### src/rtl/sdram_init_pkg.sv
package sdram_init_pkg;

  // {csN, rasN, casN, weN}
  typedef enum logic [3:0] {
    CMD_MRS = 4'b0000,
    CMD_REF = 4'b0001,
    CMD_PRE = 4'b0010,
    CMD_ACT = 4'b0011,
    CMD_WR  = 4'b0100,
    CMD_RD  = 4'b0101,
    CMD_NOP = 4'b0111
  } sdCmd_e;

  typedef enum logic [1:0] {
    WAIT_RP  = 2'd0,
    WAIT_RC  = 2'd1,
    WAIT_MRD = 2'd2
  } waitSel_e;

  typedef struct packed {
    logic     issuePre;
    logic     issueRef;
    logic     issueMrs;
    logic     setDone;
    waitSel_e waitSel;
  } seqStrobe_t;

endpackage

### src/rtl/sdram_init_dp.sv
module sdram_init_dp
  import sdram_init_pkg::*;
#(
  parameter int CYC_PER_US  = 100,
  parameter int PAUSE_US    = 200,
  parameter int REFRESH_CNT = 8,
  parameter int T_RP        = 3,
  parameter int T_RC        = 9,
  parameter int T_MRD       = 2,
  parameter int ADDR_W      = 13,
  parameter int BA_W        = 2,
  parameter int AP_BIT      = 10
) (
  input  logic              clk,
  input  logic              rstN,
  input  seqStrobe_t        strobe,
  input  logic [ADDR_W-1:0] modeValue,
  output logic              waitDone,
  output logic              refsDone,
  output logic [3:0]        seqCmd,
  output logic [ADDR_W-1:0] seqAddr,
  output logic [BA_W-1:0]   seqBa,
  output logic              seqDone
);

  localparam int PAUSE_CYC = CYC_PER_US * PAUSE_US;
  localparam int MAX_WAIT  = (PAUSE_CYC > T_RC) ? PAUSE_CYC : T_RC;
  localparam int CNT_W     = $clog2(MAX_WAIT + 1);
  localparam int REF_W     = $clog2(REFRESH_CNT + 1);
  localparam logic [CNT_W-1:0] PAUSE_LOAD = CNT_W'(PAUSE_CYC - 2);
  localparam logic [ADDR_W-1:0] AP_MASK   = ADDR_W'(1) << AP_BIT;

  logic [CNT_W-1:0] waitCnt;
  logic [CNT_W-1:0] waitLoad;
  logic [REF_W-1:0] refsLeft;
  logic             anyIssue;

  assign anyIssue = strobe.issuePre | strobe.issueRef | strobe.issueMrs;

  // wait length minus two: one cycle is the issue state, one the exit compare
  always_comb begin
    unique case (strobe.waitSel)
      WAIT_RP:  waitLoad = CNT_W'(T_RP - 2);
      WAIT_RC:  waitLoad = CNT_W'(T_RC - 2);
      default:  waitLoad = CNT_W'(T_MRD - 2);
    endcase
  end

  always_ff @(posedge clk or negedge rstN) begin
    if (!rstN) begin
      waitCnt <= PAUSE_LOAD;
    end else if (anyIssue) begin
      waitCnt <= waitLoad;
    end else if (waitCnt != '0) begin
      waitCnt <= waitCnt - 1'b1;
    end
  end

  assign waitDone = (waitCnt == '0);

  always_ff @(posedge clk or negedge rstN) begin
    if (!rstN) begin
      refsLeft <= REF_W'(REFRESH_CNT);
    end else if (strobe.issueRef && refsLeft != '0) begin
      refsLeft <= refsLeft - 1'b1;
    end
  end

  assign refsDone = (refsLeft == '0);

  always_ff @(posedge clk or negedge rstN) begin
    if (!rstN) begin
      seqCmd  <= CMD_NOP;
      seqAddr <= '0;
      seqBa   <= '0;
      seqDone <= 1'b0;
    end else begin
      seqCmd  <= CMD_NOP;
      seqAddr <= '0;
      seqBa   <= '0;
      if (strobe.issuePre) begin
        seqCmd  <= CMD_PRE;
        seqAddr <= AP_MASK;
      end else if (strobe.issueRef) begin
        seqCmd  <= CMD_REF;
      end else if (strobe.issueMrs) begin
        seqCmd  <= CMD_MRS;
        seqAddr <= modeValue;
      end
      if (strobe.setDone) begin
        seqDone <= 1'b1;
      end
    end
  end

  // checker state: observes the command register only
  logic             preSeen;
  logic             mrsSeen;
  logic [CNT_W-1:0] pauseWatch;

  always_ff @(posedge clk or negedge rstN) begin
    if (!rstN) begin
      preSeen    <= 1'b0;
      mrsSeen    <= 1'b0;
      pauseWatch <= '0;
    end else begin
      if (seqCmd == CMD_PRE) preSeen <= 1'b1;
      if (seqCmd == CMD_MRS) mrsSeen <= 1'b1;
      if (pauseWatch != CNT_W'(PAUSE_CYC)) pauseWatch <= pauseWatch + 1'b1;
    end
  end


  pause_len_chk: assert property (@(posedge clk) disable iff (!rstN)
    (seqCmd != CMD_NOP && !preSeen) |-> (pauseWatch == CNT_W'(PAUSE_CYC)));


  first_is_pre_chk: assert property (@(posedge clk) disable iff (!rstN)
    (seqCmd != CMD_NOP && !preSeen) |-> (seqCmd == CMD_PRE && seqAddr == AP_MASK));


  mrs_then_nop_chk: assert property (@(posedge clk) disable iff (!rstN)
    (seqCmd == CMD_MRS) |=> (seqCmd == CMD_NOP));


  no_early_act_chk: assert property (@(posedge clk) disable iff (!rstN)
    !mrsSeen |-> (seqCmd != CMD_ACT));

endmodule

### src/rtl/sdram_init_ctrl.sv
module sdram_init_ctrl
  import sdram_init_pkg::*;
(
  input  logic       clk,
  input  logic       rstN,
  input  logic       refreshFirst,
  input  logic       waitDone,
  input  logic       refsDone,
  output seqStrobe_t strobe
);

  typedef enum logic [3:0] {
    ST_PAUSE, ST_PRE, ST_WAIT_RP, ST_REF, ST_WAIT_RC,
    ST_MRS, ST_WAIT_MRD, ST_FINISH, ST_READY
  } seqState_e;

  seqState_e state, stateNext;
  logic      refFirstQ;

  always_ff @(posedge clk or negedge rstN) begin
    if (!rstN) begin
      state     <= ST_PAUSE;
      refFirstQ <= 1'b0;
    end else begin
      state <= stateNext;
      if (state == ST_PRE) refFirstQ <= refreshFirst;
    end
  end

  always_comb begin
    stateNext = state;
    strobe    = '{issuePre: 1'b0, issueRef: 1'b0, issueMrs: 1'b0,
                  setDone: 1'b0, waitSel: WAIT_RP};
    unique case (state)
      ST_PAUSE:    if (waitDone) stateNext = ST_PRE;
      ST_PRE: begin
        strobe.issuePre = 1'b1;
        strobe.waitSel  = WAIT_RP;
        stateNext       = ST_WAIT_RP;
      end
      ST_WAIT_RP:  if (waitDone) stateNext = refFirstQ ? ST_REF : ST_MRS;
      ST_REF: begin
        strobe.issueRef = 1'b1;
        strobe.waitSel  = WAIT_RC;
        stateNext       = ST_WAIT_RC;
      end
      ST_WAIT_RC: begin
        if (waitDone) begin
          if (!refsDone)      stateNext = ST_REF;
          else if (refFirstQ) stateNext = ST_MRS;
          else                stateNext = ST_FINISH;
        end
      end
      ST_MRS: begin
        strobe.issueMrs = 1'b1;
        strobe.waitSel  = WAIT_MRD;
        stateNext       = ST_WAIT_MRD;
      end
      ST_WAIT_MRD: if (waitDone) stateNext = refFirstQ ? ST_FINISH : ST_REF;
      ST_FINISH: begin
        strobe.setDone = 1'b1;
        stateNext      = ST_READY;
      end
      default:     stateNext = ST_READY;
    endcase
  end


  mrs_order_chk: assert property (@(posedge clk) disable iff (!rstN)
    (state == ST_MRS) |-> (refFirstQ == refsDone));


  ref_budget_chk: assert property (@(posedge clk) disable iff (!rstN)
    (state == ST_REF) |-> !refsDone);

endmodule

### src/rtl/sdram_pwrup_seq.sv
module sdram_pwrup_seq
  import sdram_init_pkg::*;
#(
  parameter int CYC_PER_US  = 100,
  parameter int PAUSE_US    = 200,
  parameter int REFRESH_CNT = 8,
  parameter int T_RP        = 3,
  parameter int T_RC        = 9,
  parameter int T_MRD       = 2,
  parameter int ADDR_W      = 13,
  parameter int BA_W        = 2,
  parameter int AP_BIT      = 10
) (
  input  logic              clk,
  input  logic              rstN,
  input  logic              refreshFirst,
  input  logic [ADDR_W-1:0] modeValue,
  input  logic              ctlCsN,
  input  logic              ctlRasN,
  input  logic              ctlCasN,
  input  logic              ctlWeN,
  input  logic [ADDR_W-1:0] ctlAddr,
  input  logic [BA_W-1:0]   ctlBa,
  input  logic              ctlCke,
  input  logic              ctlDqm,
  output logic              sdCsN,
  output logic              sdRasN,
  output logic              sdCasN,
  output logic              sdWeN,
  output logic [ADDR_W-1:0] sdAddr,
  output logic [BA_W-1:0]   sdBa,
  output logic              sdCke,
  output logic              sdDqm,
  output logic              initDone
);

  seqStrobe_t        strobe;
  logic              waitDone;
  logic              refsDone;
  logic [3:0]        seqCmd;
  logic [ADDR_W-1:0] seqAddr;
  logic [BA_W-1:0]   seqBa;
  logic              seqDone;

  sdram_init_ctrl u_ctrl (
    .clk          (clk),
    .rstN         (rstN),
    .refreshFirst (refreshFirst),
    .waitDone     (waitDone),
    .refsDone     (refsDone),
    .strobe       (strobe)
  );

  sdram_init_dp #(
    .CYC_PER_US  (CYC_PER_US),
    .PAUSE_US    (PAUSE_US),
    .REFRESH_CNT (REFRESH_CNT),
    .T_RP        (T_RP),
    .T_RC        (T_RC),
    .T_MRD       (T_MRD),
    .ADDR_W      (ADDR_W),
    .BA_W        (BA_W),
    .AP_BIT      (AP_BIT)
  ) u_dp (
    .clk       (clk),
    .rstN      (rstN),
    .strobe    (strobe),
    .modeValue (modeValue),
    .waitDone  (waitDone),
    .refsDone  (refsDone),
    .seqCmd    (seqCmd),
    .seqAddr   (seqAddr),
    .seqBa     (seqBa),
    .seqDone   (seqDone)
  );

  assign initDone = seqDone;
  assign {sdCsN, sdRasN, sdCasN, sdWeN} =
    seqDone ? {ctlCsN, ctlRasN, ctlCasN, ctlWeN} : seqCmd;
  assign sdAddr = seqDone ? ctlAddr : seqAddr;
  assign sdBa   = seqDone ? ctlBa   : seqBa;
  assign sdCke  = seqDone ? ctlCke  : 1'b1;
  assign sdDqm  = seqDone ? ctlDqm  : 1'b1;


  pins_quiet_chk: assert property (@(posedge clk) disable iff (!rstN)
    !initDone |-> (sdCke && sdDqm));


  done_sticky_chk: assert property (@(posedge clk) disable iff (!rstN)
    initDone |=> initDone);

endmodule

### config.mk
export PLATFORM = sky130hd
export DESIGN_NAME = sdram_pwrup_seq
export DESIGN_NICKNAME = d
export VERILOG_FILES = /design/src/rtl/sdram_init_pkg.sv /design/src/rtl/sdram_init_dp.sv /design/src/rtl/sdram_init_ctrl.sv /design/src/rtl/sdram_pwrup_seq.sv
export SDC_FILE = /design/constraint.sdc
export NUM_CORES = 1
export LEC_CHECK = 0
export BUFFER_PORTS_ARGS = -buffer_cell sky130_fd_sc_hd__buf_4
export CAP_MARGIN = 20
export CORE_ASPECT_RATIO = 0.5
export CORE_MARGIN = 2
export CORE_UTILIZATION = 45
export DETAILED_ROUTE_END_ITERATION = 8
export PLACE_DENSITY = 0.73
export SYNTH_ARGS = -nofsm -noshare
export SYNTH_HDL_FRONTEND = slang
export SYNTH_SLANG_ARGS = --single-unit
### constraint.sdc
create_clock -name clk -period 2.35 [get_ports clk]
set_input_delay 0.47 -clock clk [delete_from_list [all_inputs] [get_ports clk]]
set_output_delay 0.47 -clock clk [all_outputs]
set_load 0.005 [all_outputs]
==> run summary, run 1 <==
Worst skew pair latency -> 0.30 ns
Commonest non-fill, non-tap cell in the layout -> buf_4
Setup Viol. Count Final -> 0
CTS H-tree depth -> 2
IO Port Bufs -> 58
Critical path class -> flip-flop to flip-flop
Final Hold Vio Count -> 0
RSZ-0062 raised after global routing -> false
Die outline height -> 52.2 um
IO Pins -> 59
Initial antenna violation count -> 0
Core Area -> 0.00445 mm2
Largest net degree at the start of global routing -> 42
Synth warnings -> 0
Reg2Reg Depth -> 6
Cell Pwr Density -> 849 mW/mm2
Initial DRC Count -> 68
Post-cts sizing count -> 0
Hold crit path type -> input pin to asynchronous set/reset pin
Stages on worst setup path -> 6
Top_reg_cell synth -> dfrtp_1
Fmax -> 445 MHz
Required time worst endpoint -> 2.57 ns
Final critical-path required period -> 2.25 ns
Drt pass-1 iters -> 4
Yosys top cell area share -> 34.7%
CTS clk-pin slew, worst paths -> 0.08 ns
Final worst path period share -> 95.6%
Rows -> 17
CTS tree -> yes
Final Core Density -> 61.1%
Clock Root Buffer -> clkbuf_8
Nets -> 294
Reg2reg setup slack -> 0.10 ns
Peak supply drop -> 0.376 mV
Via Count -> 1,696
Post-CTS Setup Inserts -> 0
CTS buffer count -> 5
Most frequent cells in the layout -> buf_4, dfrtp_1, mux2_2
Met2 WL post-DR -> 2.17 mm
Sink Count -> 41
Origin of the worst setup path -> u_dp.waitCnt[0]
Vias in the first global route -> 1,598
Total negative slack -> 0 ns
Tightest Pin Transition -> 0.510 ns
Remaining DRCs -> 0
Slowest CP cell -> or4b_4
CP Capture Type -> flip-flop
Share of flip-flops with an asynchronous set or reset -> 100%
Leakage -> 0.00128 uW
Slew Limit Fails -> 0
Crit Reg-Reg Startpoint -> u_dp.waitCnt[0]
Worst setup SP type -> flip-flop
Critical path's top delay family -> simple AND/OR/NAND/NOR gates
Routed Antenna Nets -> 0
Wire per inst -> 14.3 um
CP bufs+invs -> 1
Gr usage total -> 17.9%
Rel. slew slack -> 66.0%
M1 WL -> 1.96 mm
Crit path cell chain -> inv_1, ha_4, or4b_4, or2_4, or4_1, a21oi_1
Status -> completed
GRT overflow -> 0
Sequential fraction of the synthesis area -> 49.7%
Initial Util -> 47.1%
Met3 Wirelength -> 290 um
Max Cap Viol -> 0
Clock Skews -> 0.0120 ns
Post-synth EDFFs -> 0
Cell taking the most area after synthesis -> dfrtp_1
Vias per cell -> 5.42
First-pass GRT wire length -> 7.29 mm
Max incr delay on CP -> 0.52 ns
Reg2reg end -> u_dp.waitCnt[8]
Crit path max fanout -> 6
Syn Inst Count -> 197
Share of cells above drive strength 1 -> 43.4%
WL final -> 4.47 mm
RePlAce Congestion -> 0.887
Synth top area cells -> dfrtp_1, dfstp_2, mux2_2
Area Growth Syn to Fin -> 29.7%
Mapped Avg Cell Area -> 10.6 um2
Highest Signal Layer -> met4
Critical path endpoint -> u_dp.waitCnt[8]
Die Area -> 0.00525 mm2
Hold_buf cts -> 0
Crit path DAT -> 2.46 ns
Post-DP HPWL -> 3.23 mm
WHS -> 0.135 ns
Longest Clk Path Bufs -> 2
Die Wd -> 100 um
Synthesized area -> 0.00209 mm2
Seq cells post-synth -> 41
Cell variety after synth -> 44
Mapped Nets -> 236
Antenna Cells -> 0
[routing by layer]
metal / global-route usage, % / vias up
li1: - / 822
met1: 21.9 / 815
met2: 31.3 / 54
met3: 5.20 / 5
met4: 5.25 / 0
met5: 0 / -
[where the power goes]
group	internal, uW	switching [uW]	total [uW]	leakage, uW
Clock	345	248	593	0.0000574
Combinational	346	335	680	0.000705
Sequential	881	151	1030	0.000517
[through the flow]
step / std cells / cell area (um2) / power, uW / setup WS, ns
floorplan: 197 / 2090 / 1480 / 0.125
global placement: 305 / 2580 / 1650 / 0.117
detailed placement: 305 / 2580 / 1680 / 0.0389
CTS: 313 / 2700 / 2280 / 0.0423
global route: 313 / 2720 / 2440 / 0.0165
finish: 313 / 2720 / 2310 / 0.104
[how the worst min path moves through the flow]
stage	startpoint	endpoint	cells after the start
2_1_floorplan	rstN	u_ctrl.refFirstQ	0
3_3_place_gp	u_dp.waitCnt[14]	u_dp.waitCnt[14]	2
3_5_place_dp	rstN	u_dp.waitCnt[7]	1
4_1_cts	rstN	u_dp.waitCnt[5]	1
5_1_grt	rstN	u_dp.waitCnt[7]	1
6_report	rstN	u_dp.waitCnt[7]	1
[flip-flops by register name, indices dropped and copies added, names as in the netlist]
signal	count
u_dp.waitCnt	15
u_dp.seqAddr	13
u_ctrl.state	4
u_dp.refsLeft	4
u_dp.seqCmd	3
u_ctrl.refFirstQ	1
u_dp.seqDone	1
[area by class of cell]
type,instances,area [um2]
Clock buffer,6,82.6
Clock inverter,2,37.5
Fill cell,372,1730
Inverter,10,37.5
Multi-Input combinational cell,135,980
Sequential cell,41,1040
Tap cell,57,71.3
Timing Repair Buffer,62,465
[cells in the mapped netlist, drive strengths merged, types with 2 or more instances]
cell type	count
dfrtp	29
mux2	17
a21oi	16
and3	13
dfstp	12
inv	10
nand2	10
or3	9
clkbuf	8
nor2	8
nand2b	6
o21ai	6
or4	6
nor4	5
and2	4
o31ai	4
or2	4
buf	3
nor3	3
xnor2	3
ha	2
mux2i	2
o2111ai	2
xor2	2
[worst reg2reg max path: cells and delay by family (launching register included)]
family	cells	cell delay, ns
simple gates	3	1.29
flops	1	0.41
compound gates	1	0.17
fa+ha+maj	1	0.17
buf+inv	1	0.14
[kinds of logic after synthesis]
kind of cell               share of synthesized area [%]
adders and majority gates                           1.20
xor gates and xnor gates                            2.09
DFF                                                 49.7
muxes                                               10.1
buffers and inverters                               4.18
AOI/OAI and AO/OA                                   11.2
and+or+nand+nor                                     21.5
Power figures use the tool's default switching activity.
==> run 2, diff against run 1 <==
PLACE_DENSITY = 0.78   (was 0.73)
SYNTH_HIERARCHICAL = 1   (was default)
==> run 2 against run 1 <==
Net effect:
- first-iteration DRC count grew 10%
- combinational power grew 12%
- wire length increased by 5.3%
- critical path depth unchanged
- clock-buffer cell count unchanged
- cell area rose by 8.4%
- sequential power is essentially flat
- synthesized cell count up 10%
- clock skew is 0.0057 ns lower
- largest cell class is now multi-input gates
==> run summary, run 2 <==
Sink Count -> 41 (unchanged)
Adder-cell share of the synthesized area -> 1.07% (was 1.20%)
Total negative slack -> 0 ns (unchanged)
Routed Antenna Nets -> 0 (unchanged)
CTS buffer count -> 5 (unchanged)
Mapped Avg Cell Area -> 10.8 um2 (was 10.6 um2)
Remaining DRCs -> 0 (unchanged)
IO Pins -> 59 (unchanged)
Hold_buf cts -> 0 (unchanged)
GRT overflow -> 0 (unchanged)
Post-DP HPWL -> 3.54 mm (was 3.23 mm)
CP Capture Type -> flip-flop (unchanged)
CTS clk-pin slew, worst paths -> 0.08 ns (about the same)
First-pass GRT wire length -> 7.62 mm (was 7.29 mm)
Leakage -> 0.00141 uW (was 0.00128 uW)
Gr usage total -> 17.2% (was 17.9%)
Clock Root Buffer -> clkbuf_8 (unchanged)
Commonest non-fill, non-tap cell in the layout -> buf_4 (unchanged)
Initial antenna violation count -> 0 (unchanged)
Cell-internal power -> 1610 uW (was 1570 uW)
Post-cts sizing count -> 0 (unchanged)
Worst setup SP type -> flip-flop (unchanged)
Reg2reg setup slack -> 0.30 ns (was 0.10 ns)
Area Growth Syn to Fin -> 25.8% (was 29.7%)
Top Registers -> u_dp/waitCnt (15), u_dp/seqAddr (13) (was u_dp.waitCnt (15), u_dp.seqAddr (13))
RSZ-0062 raised after global routing -> false (unchanged)
Top_reg_cell synth -> dfrtp_1 (unchanged)
Final Hold Vio Count -> 0 (unchanged)
Worst skew pair latency -> 0.30 ns (about the same)
Final worst path period share -> 87.2% (was 95.6%)
Commonest cells post-synth -> dfrtp_1, mux2_4, nor2_1 (was dfrtp_1, mux2_2, a21oi_1)
WL final -> 4.71 mm (was 4.47 mm)
Post-synth EDFFs -> 0 (unchanged)
Share of flip-flops with an asynchronous set or reset -> 100% (unchanged)
Fmax -> 488 MHz (was 445 MHz)
Final critical-path required period -> 2.05 ns (was 2.25 ns)
Sequential fraction of the synthesis area -> 44.5% (was 49.7%)
RePlAce Congestion -> 0.891 (was 0.887)
Die Wd -> 106 um (was 100 um)
Synth Area in XOR/XNOR -> 0.374% (was 2.09%)
Post-synthesis compound-gate area fraction -> 11.3% (was 11.2%)
Die outline height -> 55.0 um (was 52.2 um)
Clk pwr share -> 24.8% (was 25.7%)
Seq cells post-synth -> 41 (unchanged)
Core Area -> 0.00498 mm2 (was 0.00445 mm2)
CTS H-tree depth -> 2 (unchanged)
Clock Skews -> 0.00635 ns (was 0.0120 ns)
Slew Limit Fails -> 0 (unchanged)
Crit path DAT -> 2.26 ns (was 2.46 ns)
Post-Layout Cell Count -> 348 (was 313)
Required time worst endpoint -> 2.56 ns (was 2.57 ns)
Synth top area cells -> dfrtp_1, dfstp_2, mux2_4 (was dfrtp_1, dfstp_2, mux2_2)
DP Area -> 0.00282 mm2 (was 0.00258 mm2)
Largest net degree at the start of global routing -> 42 (unchanged)
Nets -> 316 (was 294)
Mux cell area share after synthesis -> 13.5% (was 10.1%)
Tightest Pin Transition -> 0.677 ns (was 0.510 ns)
Sequential share of power -> 43.3% (was 44.8%)
Crit path max fanout -> 6 (unchanged)
Max Cap Viol -> 0 (unchanged)
Longest Clk Path Bufs -> 2 (unchanged)
Combinational family with the most area after synthesis -> simple AND/OR/NAND/NOR gates (unchanged)
Sw power -> 787 uW (was 734 uW)
Rel. slew slack -> 54.5% (was 66.0%)
Largest Register -> u_dp/waitCnt (was u_dp.waitCnt)
Setup Viol. Count Final -> 0 (unchanged)
Wire per inst -> 13.5 um (was 14.3 um)
Fillcell total -> 408 (was 372)
Status -> completed (unchanged)
Post-CTS Setup Inserts -> 0 (unchanged)
Final instance area -> 0.00294 mm2 (was 0.00272 mm2)
Logic pwr share -> 31.8% (was 29.5%)
Via Count -> 1,814 (was 1,696)
Antenna Cells -> 0 (unchanged)
Vias per cell -> 5.21 (was 5.42)
WHS -> 0.122 ns (was 0.135 ns)
Vias in the first global route -> 1,661 (was 1,598)
Hold crit path type -> input pin to asynchronous set/reset pin (unchanged)
Peak supply drop -> 0.376 mV (about the same)
Die Area -> 0.00583 mm2 (was 0.00525 mm2)
Most frequent cells in the layout -> buf_4, dfrtp_1, mux2_4 (was buf_4, dfrtp_1, mux2_2)
CTS tree -> yes (unchanged)
Placed cell count -> 340 (was 305)
Syn Inst Count -> 217 (was 197)
Initial DRC Count -> 75 (was 68)
Initial Util -> 47.0% (was 47.1%)
Share of cells above drive strength 1 -> 41.7% (was 43.4%)
Synthesized area -> 0.00234 mm2 (was 0.00209 mm2)
Critical path class -> flip-flop to flip-flop (unchanged)
Most numerous cell in the Yosys netlist -> dfrtp_1 (unchanged)
Final Core Density -> 59.1% (was 61.1%)
Drt pass-1 iters -> 5 (was 4)
IO Port Bufs -> 58 (unchanged)
Synth warnings -> 6 (was 0)
Synth Area in Simple Gates -> 23.8% (was 21.5%)
Cell Pwr Density -> 814 mW/mm2 (was 849 mW/mm2)
Cell variety after synth -> 52 (was 44)
Rows -> 18 (was 17)
Net Sw Frac -> 32.8% (was 31.8%)
Max reg flops -> 15 (unchanged)
Cell taking the most area after synthesis -> dfrtp_1 (unchanged)
Yosys top cell area share -> 31.0% (was 34.7%)
[run 2: cell types whose count changed after synthesis, sizes merged, moves of 5 or more]
cell,delta
and3,-12
a21oi,-11
and2,+10
nor3,+9
buf,+8
nor2,+8
clkbuf,-5
or3,-5
[run 2: critical path, cell delays in order (launching register included)]
cell and delay [ns]:
dfrtp_1 0.40, or4_1 0.56, nor4_2 0.25, and2_1 0.27, nor2b_1 0.19, nor3_1 0.07, nor4_2 0.22
[run 2: per-layer routing]
metal  GRT usage [%]  wire, um  vias up
met5               0         0        -
met4            6.58        59        0
met3            5.15       276        7
met2            31.9      2340       59
met1            19.7      2030      867
li1                -         -      881
[run 2: layout make-up]
cell class              instances  area (um2)  area share, %
multi-input cells             158        1180           40.2
flip-flops and latches         41        1040           35.4
repair buffers                 65         488           16.6
well taps                      70        87.6           2.98
clock buffers                   6        82.6           2.81
clock inverters                 2        37.5           1.28
inverters                       6        22.5          0.765
[run 2: cell families after synthesis]
group / Yosys count
AOI/OAI and AO/OA: 36
xor gates and xnor gates: 1
other: 1
muxes: 22
buffers and inverters: 20
DFF: 41
and+or+nand+nor: 94
adders and majority gates: 2
[run 2: path summary, 6_finish.rpt]
| path | endpoint | startpoint | cells after the start |
|---|---|---|---|
| min in group clk | u_dp/seqAddr[5] | modeValue[5] | 2 |
| setup / recovery | u_ctrl/state[2] | u_dp/waitCnt[6] | 6 |
| setup reg to reg | u_ctrl/state[2] | u_dp/waitCnt[6] | 6 |
| hold reg to reg | u_dp/waitCnt[14] | u_dp/waitCnt[14] | 2 |
| hold / removal | u_dp/waitCnt[8] | rstN | 1 |
| max in group asynchronous | u_dp/seqCmd[2] | rstN | 1 |
[run 2: power by group through the flow]
stage	Combinational [uW]	Sequential [uW]	Clock (uW)
after floorplan	582	1000	0
after global placement	736	1040	0
after detailed placement	757	1050	0
after CTS	762	1030	610
after global routing	845	1060	639
final	762	1040	595
[run 2: through the flow]
| stage | total power [uW] | setup slack [ns] |
|---|---|---|
| 6_report | 2400 | 0.300 |
| 5_1_grt | 2550 | 0.0739 |
| 4_1_cts | 2410 | 0.298 |
| 3_5_place_dp | 1800 | 0.308 |
| 3_3_place_gp | 1770 | 0.392 |
| 2_1_floorplan | 1590 | 0.386 |
==> run 3, diff against run 2 <==
GPL_TIMING_DRIVEN = 0   (was default)
==> run 3 against run 2 <==
Net effect:
- final cell count grew 2.0%
- clock-buffer cell count grew 1
- sequential power is essentially flat
- first-iteration DRC count is the same
- sequential cell count is the same
- via count grew 0.50%
- total power shrank 3.9%
- die area is the same
- wire length grew 1.6%
- critical path depth grew 1
- cell area grew 0.89%
- clock skew grew 0.0029 ns
==> run summary, run 3 (synthesis results as in run 2) <==
IO Port Bufs -> 58 (unchanged)
Pre-CTS setup slack -> 0.198 ns (was 0.308 ns)
Rows -> 18 (unchanged)
Die outline height -> 55.0 um (unchanged)
Largest net degree at the start of global routing -> 42 (unchanged)
Crit-path most repeated cell -> nor4_2 (unchanged)
Setup Viol. Count Final -> 0 (unchanged)
DP Area -> 0.00287 mm2 (was 0.00282 mm2)
Critical path class -> flip-flop to flip-flop (unchanged)
First-pass GRT wire length -> 7.67 mm (was 7.62 mm)
Drt pass-1 iters -> 4 (was 5)
Initial Util -> 47.0% (unchanged)
Max incr delay on CP -> 0.51 ns (was 0.56 ns)
RePlAce Congestion -> 0.855 (was 0.891)
Worst setup SP type -> flip-flop (unchanged)
Slew Limit Fails -> 0 (unchanged)
Max Cap Viol -> 0 (unchanged)
Required time worst endpoint -> 2.56 ns (about the same)
GRT overflow -> 0 (unchanged)
Final worst path period share -> 92.5% (was 87.2%)
Clock Root Buffer -> clkbuf_8 (unchanged)
Gr usage total -> 17.3% (was 17.2%)
Rel. slew slack -> 52.0% (was 54.5%)
Commonest non-fill, non-tap cell in the layout -> buf_4 (unchanged)
Vias per cell -> 5.14 (was 5.21)
Hold_buf cts -> 0 (unchanged)
Longest Clk Path Bufs -> 2 (unchanged)
Post-Layout Cell Count -> 355 (was 348)
Final Hold Vio Count -> 0 (unchanged)
Tightest Pin Transition -> 0.714 ns (was 0.677 ns)
Fmax -> 460 MHz (was 488 MHz)
Cell Pwr Density -> 775 mW/mm2 (was 814 mW/mm2)
Crit path DAT -> 2.38 ns (was 2.26 ns)
Core Area -> 0.00498 mm2 (unchanged)
Fillcell total -> 408 (unchanged)
Peak supply drop -> 0.329 mV (was 0.376 mV)
CTS tree -> yes (unchanged)
Crit path cell chain -> or4_1, buf_2, nor4_2, and2_1, nor2b_1, nor3_1, nor4_2 (was or4_1, nor4_2, and2_1, nor2b_1, nor3_1, nor4_2)
Largest Register -> u_dp/waitCnt (unchanged)
Status -> completed (unchanged)
Vias in the first global route -> 1,714 (was 1,661)
CTS H-tree depth -> 2 (unchanged)
CTS buffer count -> 5 (unchanged)
Total negative slack -> 0 ns (unchanged)
Initial DRC Count -> 75 (unchanged)
Final instance area -> 0.00297 mm2 (was 0.00294 mm2)
Crit path max fanout -> 6 (unchanged)
Routed Antenna Nets -> 0 (unchanged)
Initial antenna violation count -> 0 (unchanged)
Die Area -> 0.00583 mm2 (unchanged)
Clock Skews -> 0.00927 ns (was 0.00635 ns)
Die Wd -> 106 um (unchanged)
CP Capture Type -> flip-flop (unchanged)
RSZ-0062 raised after global routing -> false (unchanged)
CTS clk-pin slew, worst paths -> 0.08 ns (about the same)
Worst skew pair latency -> 0.30 ns (about the same)
Hold crit path type -> input pin to asynchronous set/reset pin (unchanged)
Final critical-path required period -> 2.17 ns (was 2.05 ns)
IO Pins -> 59 (unchanged)
Nets -> 323 (was 316)
Sink Count -> 41 (unchanged)
Most frequent cells in the layout -> buf_4, dfrtp_1, mux2_4 (unchanged)
Slowest CP cell -> or4_1 (unchanged)
Area Growth Syn to Fin -> 26.9% (was 25.8%)
Share of cells above drive strength 1 -> 42.1% (was 41.7%)
Remaining DRCs -> 0 (unchanged)
Leakage -> 0.00142 uW (was 0.00141 uW)
Placed cell count -> 347 (was 340)
Via Count -> 1,823 (was 1,814)
Min setup slack post-route -> 0.177 ns (was 0.300 ns)
Top Registers -> u_dp/waitCnt (15), u_dp/seqAddr (13) (unchanged)
WL final -> 4.78 mm (was 4.71 mm)
Post-CTS Setup Inserts -> 0 (unchanged)
Max reg flops -> 15 (unchanged)
Antenna Cells -> 0 (unchanged)
Wire per inst -> 13.5 um (about the same)
Post-DP HPWL -> 3.57 mm (was 3.54 mm)
==> run 3: cell types whose count changed in the layout (fill, tap and decap cells not counted) <==
cell | previous run | this run
clkbuf_1 | 0 | 4
buf_6 | 0 | 3
buf_2 | 0 | 2
buf_4 | 65 | 64
bufinv_16 | 1 | 0
nor3_1 | 10 | 9
nor3_2 | 0 | 1
==> run 3: path summary, 6_finish.rpt <==
check	start	to	slack (ns)	cells past startpoint
setup / recovery	u_dp/waitCnt[6]	u_ctrl/state[2]	0.18	7
hold / removal	rstN	u_dp/waitCnt[7]	0.14	1
setup reg to reg	u_dp/waitCnt[6]	u_ctrl/state[2]	0.18	7
hold reg to reg	u_dp/refsLeft[0]	u_dp/refsLeft[0]	0.48	1
max in group asynchronous	rstN	u_dp/seqCmd[0]	1.84	1
min in group clk	modeValue[8]	u_dp/seqAddr[8]	0.37	2
==> run 3: metrics by stage <==
| stage | util [%] | hold WS (ns) | total power [uW] |
|---|---|---|---|
| 6_report | 59.7 | 0.143 | 2300 |
| 5_1_grt | 59.7 | 0.179 | 2450 |
| 4_1_cts | 59.6 | 0.157 | 2300 |
| 3_5_place_dp | 57.7 | 0.467 | 1820 |
| 3_3_place_gp | 57.7 | 0.462 | 1780 |
| 2_1_floorplan | - | 0.174 | 1590 |
==> run 3: where the power goes <==
part	leakage (uW)	internal, uW	switching [uW]	total (uW)
registers	0.000517	884	150	1030
logic	0.000864	390	393	783
clock network	0.0000445	239	245	484
total	0.00142	1510	787	2300
==> run 3: what timing repair did <==
action / 4_1_cts / 5_1_grt
endpoints found under the hold margin: 0 / 0
gates resized for setup: 0 / 1
endpoints found under the setup margin: 0 / 2
==> run 3: cell type report <==
class	instances	area [um2]	area share (%)
plain buffers	14	100	3.37
clock buffers	7	86.3	2.91
clock inverters	1	7.51	0.253
inverters	6	22.5	0.759
multi-input cells	158	1190	40.0
flip-flops and latches	41	1040	35.1
well taps	70	87.6	2.95
repair buffers	58	435	14.7
==> run 3: metal layers <==
| layer | global-route usage (%) | vias to the layer above | share of wire (%) |
|---|---|---|---|
| met2 | 32.0 | 44 | 47 |
| met3 | 4.68 | 7 | 4.7 |
| li1 | - | 894 | - |
| met1 | 20.1 | 878 | 47 |
| met4 | 6.36 | 0 | 1.3 |
| met5 | 0 | - | 0 |
==> run 3: critical path: cells and delay by family, from the launching register on <==
kind | cells | cell delay [ns]
buf+inv | 1 | 0.18
flops | 1 | 0.40
simple gates | 6 | 1.50
